[config.mk]
export PLATFORM = sky130hd
export DESIGN_NAME = unlock_gate
export DESIGN_NICKNAME = d
export VERILOG_FILES = /design/src/rtl/gate_pkg.sv /design/src/rtl/unlock_gate_dp.sv /design/src/rtl/unlock_gate_ctrl.sv /design/src/rtl/unlock_gate.sv
export SDC_FILE = /design/constraint.sdc
export NUM_CORES = 1
export LEC_CHECK = 0
export BUFFER_PORTS_ARGS = -buffer_cell sky130_fd_sc_hd__buf_2
export CAP_MARGIN = 20
export CORE_AREA = 2 2 65 92
export CTS_BUF_LIST = sky130_fd_sc_hd__clkbuf_8
export DETAILED_ROUTE_END_ITERATION = 16
export DIE_AREA = 0 0 67 94
export HOLD_SLACK_MARGIN = 0.15
export PLACE_DENSITY = 0.85
export SLEW_MARGIN = 20
export SYNTH_ARGS = -nofsm -noshare
export SYNTH_HDL_FRONTEND = slang
export SYNTH_SLANG_ARGS = --single-unit
[constraint.sdc]
create_clock -name clk -period 5.6 [get_ports clk]
set_clock_uncertainty 0.1 [all_clocks]
set_input_delay 1.12 -clock clk [delete_from_list [all_inputs] [get_ports clk]]
set_output_delay 1.12 -clock clk [all_outputs]
set_load 0.01 [all_outputs]
[src/rtl/gate_pkg.sv]
package gate_pkg;
  localparam int KEY_STEPS = 3;

  typedef enum logic [2:0] {
    ST_KEY0 = 3'd0,
    ST_KEY1 = 3'd1,
    ST_KEY2 = 3'd2,
    ST_OPEN = 3'd3,
    ST_LOAD = 3'd4,
    ST_HOLD = 3'd5
  } gateState_t;

  typedef struct packed {
    logic emit;
    logic commit;
  } gateStrobe_t;
endpackage

[src/rtl/unlock_gate_dp.sv]
module unlock_gate_dp
  import gate_pkg::*;
#(
  parameter int ADDR_W = 15,
  parameter int DATA_W = 8,
  parameter logic [KEY_STEPS-1:0][ADDR_W-1:0] KEY_ADDR = {15'h5555, 15'h2AAA, 15'h5555},
  parameter logic [KEY_STEPS-1:0][DATA_W-1:0] KEY_DATA = {8'hA0, 8'h55, 8'hAA}
) (
  input  logic                 clk,
  input  logic                 rstN,
  input  logic [ADDR_W-1:0]    wrAddr,
  input  logic [DATA_W-1:0]    wrData,
  input  gateStrobe_t          strobe,
  output logic [KEY_STEPS-1:0] keyHit,
  output logic                 outValid,
  output logic [ADDR_W-1:0]    outAddr,
  output logic [DATA_W-1:0]    outData,
  output logic                 outCommit
);
  // one full-width comparator per key step
  for (genvar s = 0; s < KEY_STEPS; s++) begin : g_key
    assign keyHit[s] = (wrAddr == KEY_ADDR[s]) && (wrData == KEY_DATA[s]);
  end

  always_ff @(posedge clk or negedge rstN) begin
    if (!rstN) begin
      outValid  <= 1'b0;
      outCommit <= 1'b0;
      outAddr   <= '0;
      outData   <= '0;
    end else begin
      outValid  <= strobe.emit;
      outCommit <= strobe.emit & strobe.commit;
      if (strobe.emit) begin
        outAddr <= wrAddr;
        outData <= wrData;
      end
    end
  end
endmodule

[src/rtl/unlock_gate_ctrl.sv]
module unlock_gate_ctrl
  import gate_pkg::*;
#(
  parameter int PWR_DELAY = 1250000,
  parameter int GAP_LIMIT = 18750
) (
  input  logic                 clk,
  input  logic                 rstN,
  input  logic                 wrValid,
  input  logic                 progDone,
  input  logic [KEY_STEPS-1:0] keyHit,
  output gateStrobe_t          strobe,
  output logic                 gateOpen,
  output logic                 powerReady,
  output gateState_t           curState
);
  localparam int PWR_W = $clog2(PWR_DELAY + 1);
  localparam int GAP_W = $clog2(GAP_LIMIT + 1);
  localparam logic [PWR_W-1:0] PWR_LAST = PWR_W'(PWR_DELAY - 1);
  localparam logic [GAP_W-1:0] GAP_LAST = GAP_W'(GAP_LIMIT - 1);

  gateState_t       state, effState, nextState;
  logic [PWR_W-1:0] pwrCnt;
  logic [GAP_W-1:0] gapCnt, nextGap;
  logic             stepHit;
  logic             timedState;

  // power-on hold-off counter
  always_ff @(posedge clk or negedge rstN) begin
    if (!rstN) begin
      pwrCnt     <= '0;
      powerReady <= 1'b0;
    end else if (!powerReady) begin
      if (pwrCnt == PWR_LAST) powerReady <= 1'b1;
      else                    pwrCnt     <= pwrCnt + PWR_W'(1);
    end
  end

  // end of programming hands the current cycle back to key step one
  always_comb begin
    effState = state;
    if (progDone && (state == ST_LOAD || state == ST_HOLD)) effState = ST_KEY0;
  end

  always_comb begin
    case (effState)
      ST_KEY0: stepHit = keyHit[0];
      ST_KEY1: stepHit = keyHit[1];
      ST_KEY2: stepHit = keyHit[2];
      default: stepHit = 1'b0;
    endcase
  end

  assign timedState = (effState == ST_KEY1) || (effState == ST_KEY2) || (effState == ST_OPEN);

  always_comb begin
    nextState = effState;
    nextGap   = '0;
    strobe    = '0;
    if (!powerReady) begin
      nextState = state;
      nextGap   = gapCnt;
    end else if (wrValid) begin
      case (effState)
        ST_KEY0, ST_KEY1, ST_KEY2: begin
          if (stepHit) begin
            case (effState)
              ST_KEY0: nextState = ST_KEY1;
              ST_KEY1: nextState = ST_KEY2;
              default: nextState = ST_OPEN;
            endcase
          end else begin
            strobe.emit = 1'b1;
            nextState   = ST_HOLD;
          end
        end
        ST_OPEN, ST_LOAD: begin
          strobe.emit   = 1'b1;
          strobe.commit = 1'b1;
          nextState     = ST_LOAD;
        end
        default: nextState = effState;
      endcase
    end else if (timedState) begin
      if (gapCnt == GAP_LAST) nextState = ST_KEY0;
      else                    nextGap   = gapCnt + GAP_W'(1);
    end
  end

  always_ff @(posedge clk or negedge rstN) begin
    if (!rstN) begin
      state  <= ST_KEY0;
      gapCnt <= '0;
    end else begin
      state  <= nextState;
      gapCnt <= nextGap;
    end
  end

  assign gateOpen = (state == ST_OPEN) || (state == ST_LOAD);
  assign curState = state;
endmodule

[src/rtl/unlock_gate.sv]
module unlock_gate
  import gate_pkg::*;
#(
  parameter int ADDR_W    = 15,
  parameter int DATA_W    = 8,
  parameter int PWR_DELAY = 1250000,
  parameter int GAP_LIMIT = 18750
) (
  input  logic              clk,
  input  logic              rstN,
  input  logic              wrValid,
  input  logic [ADDR_W-1:0] wrAddr,
  input  logic [DATA_W-1:0] wrData,
  input  logic              progDone,
  output logic              outValid,
  output logic [ADDR_W-1:0] outAddr,
  output logic [DATA_W-1:0] outData,
  output logic              outCommit,
  output logic              gateOpen,
  output logic              powerReady
);
  gateStrobe_t          strobe;
  logic [KEY_STEPS-1:0] keyHit;
  gateState_t           curState;

  unlock_gate_ctrl #(.PWR_DELAY(PWR_DELAY), .GAP_LIMIT(GAP_LIMIT)) i_ctrl (
    .clk(clk), .rstN(rstN), .wrValid(wrValid), .progDone(progDone),
    .keyHit(keyHit), .strobe(strobe), .gateOpen(gateOpen),
    .powerReady(powerReady), .curState(curState)
  );

  unlock_gate_dp #(.ADDR_W(ADDR_W), .DATA_W(DATA_W)) i_dp (
    .clk(clk), .rstN(rstN), .wrAddr(wrAddr), .wrData(wrData),
    .strobe(strobe), .keyHit(keyHit), .outValid(outValid),
    .outAddr(outAddr), .outData(outData), .outCommit(outCommit)
  );
endmodule

Yosys cells after proc, flatten, opt, wreduce, memory -nomap -nowiden
Index checks and enable logic that the tools add are counted.
Operators by class
  reductions and logical operators: 12
  bitwise operators: 3
  multiplexer cells: 18
  add/sub/neg operators: 2
  equality and inequality tests: 14
Operator list (count)
  15-bit two-way mux: 3
  15-bit == test (second input constant): 2
  21-bit by 1-bit adder with 21-bit output (second input constant): 1
  21-bit == test (second input constant): 1
  8-bit == test (second input constant): 2
  15-bit by 1-bit adder with 15-bit output (second input constant): 1
  15-bit by 14-bit == test with 1-bit output (second input constant): 1
  3-bit two-way mux: 5
  3-bit by 2-bit == test with 1-bit output (second input constant): 3
  3-bit == test (second input constant): 3
  8-bit by 7-bit == test with 1-bit output (second input constant): 1
  3-bit case mux with 2 select lines: 1
  1-bit logical AND: 4
  1-bit logical OR: 4
  1-bit two-way mux: 4
  2-bit two-way mux: 2
  2-bit case mux with 2 select lines: 1
  3-bit by 1-bit == test with 1-bit output (second input constant): 1
  3-bit logical NOT: 1
  1-bit case mux with 3 select lines: 1
  3-bit OR reduction: 1
  1-bit NOT: 2
  1-bit case mux with 2 select lines: 1
  2-bit AND reduction: 1
  other kinds (2): 2
Word-level totals
  output and inout port bits: 27
  register bits: 65
  bits of input ports: 27

Logic depth before layout (Yosys ltp)
  depth after elaboration: 11
  mapped depth: 9

Hierarchy
Synthesis repeated with hierarchy kept, for this count alone.
Second synthesis, totals
  cells, all modules: 288
  area, all modules: 3181.8 sq um
By module, submodules not included
  unlock_gate_ctrl: cells each 217, area each 2127.0 sq um, times used 1
  unlock_gate_dp: cells each 71, area each 1054.8 sq um, times used 1

Worst setup path before layout
No wires, ideal clock.
  kind: input port to flip-flop
  start: input wrData[0]
  end: register i_dp.outAddr[10]
  required time: 5375 ps
  stages on the path: 6
  buffers on the path: 1
  library setup time: 125 ps
  path slack: 2797 ps
  arrival: 2578 ps
  cells stage by stage: nor4b_2 > nand4b_1 > a2111oi_2 > o22ai_2 > buf_6 > mux2_4
On the way
  longest elaborated chain between the ends: 7
  elaborated cells on any way between the ends: 11
  those cells by class: 3 x eq/ne; 5 x mux; 3 x reduce/logical
RTL lines
  start: declaration: line unlock_gate.sv:13  | input logic [DATA_W-1:0] wrData,
  8-bit == test or 8-bit by 7-bit == test with 1-bit output (tied branches): line unlock_gate_dp.sv:22  | assign keyHit[s] = (wrAddr == KEY_ADDR[s]) && (wrData == KEY_DATA[s]);
  1-bit logical AND: line unlock_gate_dp.sv:22
  1-bit case mux with 3 select lines (*): line unlock_gate_ctrl.sv:46  | case (effState)
  1-bit two-way mux (*): line unlock_gate_ctrl.sv:66  | if (stepHit) begin
  1-bit case mux with 2 select lines (*): line unlock_gate_ctrl.sv:64  | case (effState)
  2-bit two-way mux (*): line unlock_gate_ctrl.sv:63  | end else if (wrValid) begin
  2-bit two-way mux (*): line unlock_gate_ctrl.sv:60  | if (!powerReady) begin
  end signal: assignment: line unlock_gate_dp.sv:35  | outAddr <= wrAddr;
  end: declaration: line unlock_gate_dp.sv:16  | output logic [ADDR_W-1:0] outAddr,
Mark *: on every way between the ends. The rest lies on a longest branch, timed or not.
A chain may end at the register's enable or synchronous reset.

Final worst setup path
  start: input wrData[0]
  end: register i_dp.outAddr[11]
Same word-level chain as after synthesis.

==> flow_summary.html <==
<table>
<tr><th>Metric</th><th>Value</th></tr>
<tr><th colspan="2">Status</th></tr>
<tr><td>Status</td><td>completed</td></tr>
<tr><th colspan="2">Route</th></tr>
<tr><td>Antenna violation net count after detailed routing</td><td>0</td></tr>
<tr><td>Detailed-route DRC error count</td><td>0</td></tr>
<tr><td>Via-per-instance ratio</td><td>just under 6</td></tr>
<tr><td>Per-cell routed wire length</td><td>~16 µm</td></tr>
<tr><td>Total wire length</td><td>approximately 6700 µm</td></tr>
<tr><td>Detailed-routing iteration count for the pre-antenna-repair pass</td><td>4</td></tr>
<tr><td>Initial drt markers</td><td>between 100 and 150</td></tr>
<tr><td>Vias after detailed routing</td><td>~2.4k</td></tr>
<tr><th colspan="2">Worst setup path</th></tr>
<tr><td>Depth of the worst register-to-register path</td><td>6</td></tr>
<tr><td>Critical path class</td><td>input pin to register</td></tr>
<tr><td>CP endpoint kind</td><td>register</td></tr>
<tr><td>Delay contributed by the slowest stage of the critical path</td><td>0.44 ns</td></tr>
<tr><td>Data required time at the worst endpoint</td><td>approximately 5.7 ns</td></tr>
<tr><td>Reg2Reg Capture Point</td><td>i_dp.outAddr[4]</td></tr>
<tr><td>CP max-delay cell</td><td>a2111oi_2</td></tr>
<tr><td>Reg2reg setup slack</td><td>just under 3 ns</td></tr>
<tr><td>Maximum fanout along the worst path</td><td>21</td></tr>
<tr><td>Crit path launch type</td><td>input pin</td></tr>
<tr><td>Reg2reg start</td><td>i_ctrl.powerReady</td></tr>
<tr><td>List of cells traversed by the critical path</td><td>buf_2 &gt; nor4b_2 &gt; nand4b_1 &gt; a2111oi_2 &gt; o22ai_2 &gt; buf_4 &gt; mux2_4</td></tr>
<tr><td>CP arrival</td><td>around 3 ns</td></tr>
<tr><th colspan="2">Placed design</th></tr>
<tr><td>PortBufs</td><td>53</td></tr>
<tr><td>Final estimated routing congestion in global placement</td><td>slightly below 0.9</td></tr>
<tr><td>Placed Instances</td><td>about 400</td></tr>
<tr><td>Area post-placement</td><td>between 3000 and 4000 µm²</td></tr>
<tr><td>Half-perimeter wire length after placement</td><td>about 4800 µm</td></tr>
<tr><td>Post-Place Setup Slack</td><td>~2.4 ns</td></tr>
<tr><th colspan="2">Synth</th></tr>
<tr><td>Count of state elements after synthesis</td><td>65</td></tr>
<tr><td>Net count after synthesis</td><td>319</td></tr>
<tr><td>Cell with the most instances after synthesis</td><td>dfrtp_1</td></tr>
<tr><td>Library cell occupying the most area in the post-synthesis netlist</td><td>dfrtp_1</td></tr>
<tr><td>Synthesis warning total</td><td>0</td></tr>
<tr><td>Post-synth cell types</td><td>between 50 and 60</td></tr>
<tr><td>Mapped Cells</td><td>289</td></tr>
<tr><td>Combined area of all synthesized cells</td><td>~3300 µm²</td></tr>
<tr><td>Sequential-to-total area share from yosys stat</td><td>0.491</td></tr>
<tr><td>Primary FF master, synth</td><td>dfrtp_1</td></tr>
<tr><td>Most instantiated cells after synthesis</td><td>dfrtp_1, nand2_1, mux2_4, xnor2_1, nor2_1</td></tr>
<tr><td>Fraction of post-synthesis cell area in the top cell type by area</td><td>0.491</td></tr>
<tr><td>Mean area per synthesized cell</td><td>between 10 and 15 µm²</td></tr>
<tr><td>Cells taking the most area after synthesis</td><td>dfrtp_1, mux2_4, xnor2_1, nand2_1, and4_1</td></tr>
<tr><td>Count of flip-flops with a built-in enable after synthesis</td><td>0</td></tr>
<tr><td>Post-synth ARST share</td><td>1.00</td></tr>
<tr><th colspan="2">Timing</th></tr>
<tr><td>Final count of negative-setup-slack endpoints</td><td>0</td></tr>
<tr><td>Post-route setup slack</td><td>about 2.8 ns</td></tr>
<tr><td>Least-Margin Pin Slew</td><td>0.791 ns</td></tr>
<tr><td>Final Max Tran Viols</td><td>0</td></tr>
<tr><td>Number of hold violations in the final report</td><td>0</td></tr>
<tr><td>Time the final worst path needs with I/O delays and setup</td><td>between 2 and 3 ns</td></tr>
<tr><td>Max-slew headroom</td><td>0.472</td></tr>
<tr><td>Final period util</td><td>0.505</td></tr>
<tr><td>Setup TNS</td><td>0 ns</td></tr>
<tr><td>Max Clk Rate</td><td>around 350 MHz</td></tr>
<tr><td>Setup repair after global routing missed its margin</td><td>false</td></tr>
<tr><th colspan="2">CTS</th></tr>
<tr><td>Clock tree from TritonCTS</td><td>done</td></tr>
<tr><td>CTS Buf Count</td><td>9</td></tr>
<tr><td>Clock sink count</td><td>65</td></tr>
<tr><td>Gates resized, CTS repair</td><td>0</td></tr>
<tr><td>Clock transition at the registers of the reported paths</td><td>around 0.07 ns</td></tr>
<tr><td>Insertion delay to the later sink of the worst-skew pair</td><td>between 0.3 and 0.4 ns</td></tr>
<tr><td>Setup fix buffers added after clock tree synthesis</td><td>0</td></tr>
<tr><td>Max Root-Sink Buffers</td><td>2</td></tr>
<tr><td>Post-CTS Hold Fix Bufs</td><td>0</td></tr>
<tr><td>CTS Root Buffer Type</td><td>clkbuf_8</td></tr>
<tr><td>Maximum level of the CTS H-tree</td><td>3</td></tr>
<tr><th colspan="2">Run</th></tr>
<tr><td>Max Cap Viol</td><td>0</td></tr>
<tr><th colspan="2">Global routing</th></tr>
<tr><td>Total global routing track utilization</td><td>0.237</td></tr>
<tr><td>Global-route wire length before repair</td><td>~11000 µm</td></tr>
<tr><td>Total grt overflow</td><td>0</td></tr>
<tr><td>Maximum number of pins on one net before global-route repair</td><td>66</td></tr>
<tr><td>Number of global-route vias before repair</td><td>between 2k and 2.5k</td></tr>
<tr><td>Antenna violations before repair</td><td>0</td></tr>
<tr><th colspan="2">Final layout</th></tr>
<tr><td>Relative area change from synthesis to final layout</td><td>14.3%</td></tr>
<tr><td>Share of layout cells above drive strength 1</td><td>0.314</td></tr>
<tr><td>Utilization after layout</td><td>0.695</td></tr>
<tr><td>Post-layout instance count excluding filler cells</td><td>~420</td></tr>
<tr><td>Number of nets in the finished design</td><td>375</td></tr>
<tr><td>Inserted Diodes</td><td>0</td></tr>
<tr><td>Finished Cell Area</td><td>roughly 3800 µm²</td></tr>
<tr><th colspan="2">Floorplan</th></tr>
<tr><td>Count of boundary I/O pins</td><td>54</td></tr>
<tr><td>Effective utilization at floorplan</td><td>0.608</td></tr>
<tr><td>CORE AREA</td><td>about 5400 µm²</td></tr>
<tr><td>Chip width</td><td>about 67 µm</td></tr>
<tr><td>Number of rows created at floorplan</td><td>32</td></tr>
<tr><td>Area of the die</td><td>roughly 6300 µm²</td></tr>
<tr><td>Die height</td><td>about 94 µm</td></tr>
<tr><th colspan="2">Power and ir drop</th></tr>
<tr><td>Static leakage</td><td>between 1.5 and 2 nW</td></tr>
<tr><td>P per Cell Area</td><td>230 nW/µm²</td></tr>
<tr><td>IR Drop Worst-Case VDD</td><td>between 0.00015 and 0.0002 V</td></tr>
<tr><th colspan="2">Worst hold path</th></tr>
<tr><td>Worst hold path startpoint</td><td>i_ctrl.pwrCnt[17]</td></tr>
<tr><td>End point of the worst hold path</td><td>i_ctrl.pwrCnt[17]</td></tr>
<tr><td>Worst hold-check path type</td><td>register to register</td></tr>
<tr><td>Worst Hold Path Cells</td><td>1</td></tr>
</table>
## per-layer routing
metal,part of all wire,global-route usage,vias up
li1,-,-,1159
met1,0.43,0.303,1195
met2,0.49,0.365,55
met3,0.043,0.0576,21
met4,0.034,0.129,0
met5,0,0,-
## state kept, by name, indices dropped and copies added, names as in the netlist
signal,cells
i_dp.outValid,1
i_dp.outAddr,15
i_dp.outData,8
i_ctrl.gapCnt,15
i_ctrl.pwrCnt,21
i_ctrl.curState,3
i_dp.outCommit,1
i_ctrl.powerReady,1
## how the worst max path moves through the flow
stage | from | to | slack (ns)
after detailed placement | wrData[0] | i_dp.outAddr[5] | 2.40
after floorplan | wrData[0] | i_dp.outAddr[10] | 2.80
final | wrData[0] | i_dp.outAddr[11] | 2.77
after global placement | wrData[0] | i_dp.outAddr[8] | 2.46
after CTS | wrData[0] | i_dp.outAddr[11] | 2.77
after global routing | wrData[5] | i_dp.outAddr[11] | 2.63
## power breakdown
group | switching (mW) | internal, mW
clock | 0.190 | 0.172
sequential | 0.00281 | 0.471
combinational | 0.0201 | 0.0138
## through the flow
step           total power [mW]  hold slack, ns
3_5_place_dp              0.518           0.371
2_1_floorplan             0.492           0.334
3_3_place_gp              0.517           0.360
5_1_grt                   0.897           0.404
4_1_cts                   0.873           0.384
6_report                  0.870           0.381
## placed cells by master, fill, tap and decap left out, types with 8 or more instances in the layout
cell type / n
dfrtp_1: 65
buf_2: 53
nand2_1: 24
mux2_4: 18
xnor2_1: 15
nor2_1: 13
o21ai_0: 12
nand3_1: 10
clkbuf_8: 10
nand4_1: 9
and4_1: 8
and3_1: 8
xor2_1: 8
## worst max-delay path, delay by kind of cell
kind | cells | cell delay (ns)
compound gates | 2 | 0.64
simple gates | 2 | 0.44
mux | 1 | 0.33
buf+inv | 2 | 0.42
## final cells by class
cell class | instances | area (µm²)
multi-input combinational | 208 | 1590
clock buffer | 10 | 138
clock inverter | 6 | 43.8
inverter | 6 | 22.5
tap | 68 | 85.1
timing repair buffer | 55 | 280
sequential | 65 | 1630
fill | 432 | 1660
## logic make-up (layout without fill, tap and decap cells)
logic type	Yosys count	in the layout	synth area share
muxes	27	27	0.111
xor gates and xnor gates	23	23	0.0608
adders and majority gates	3	3	0.0113
and+or+nand+nor	118	118	0.221
DFF	65	65	0.491
buffers and inverters	16	77	0.0287
AOI/OAI and AO/OA	37	37	0.0763
Note: power is estimated with default switching activity, not from simulation.
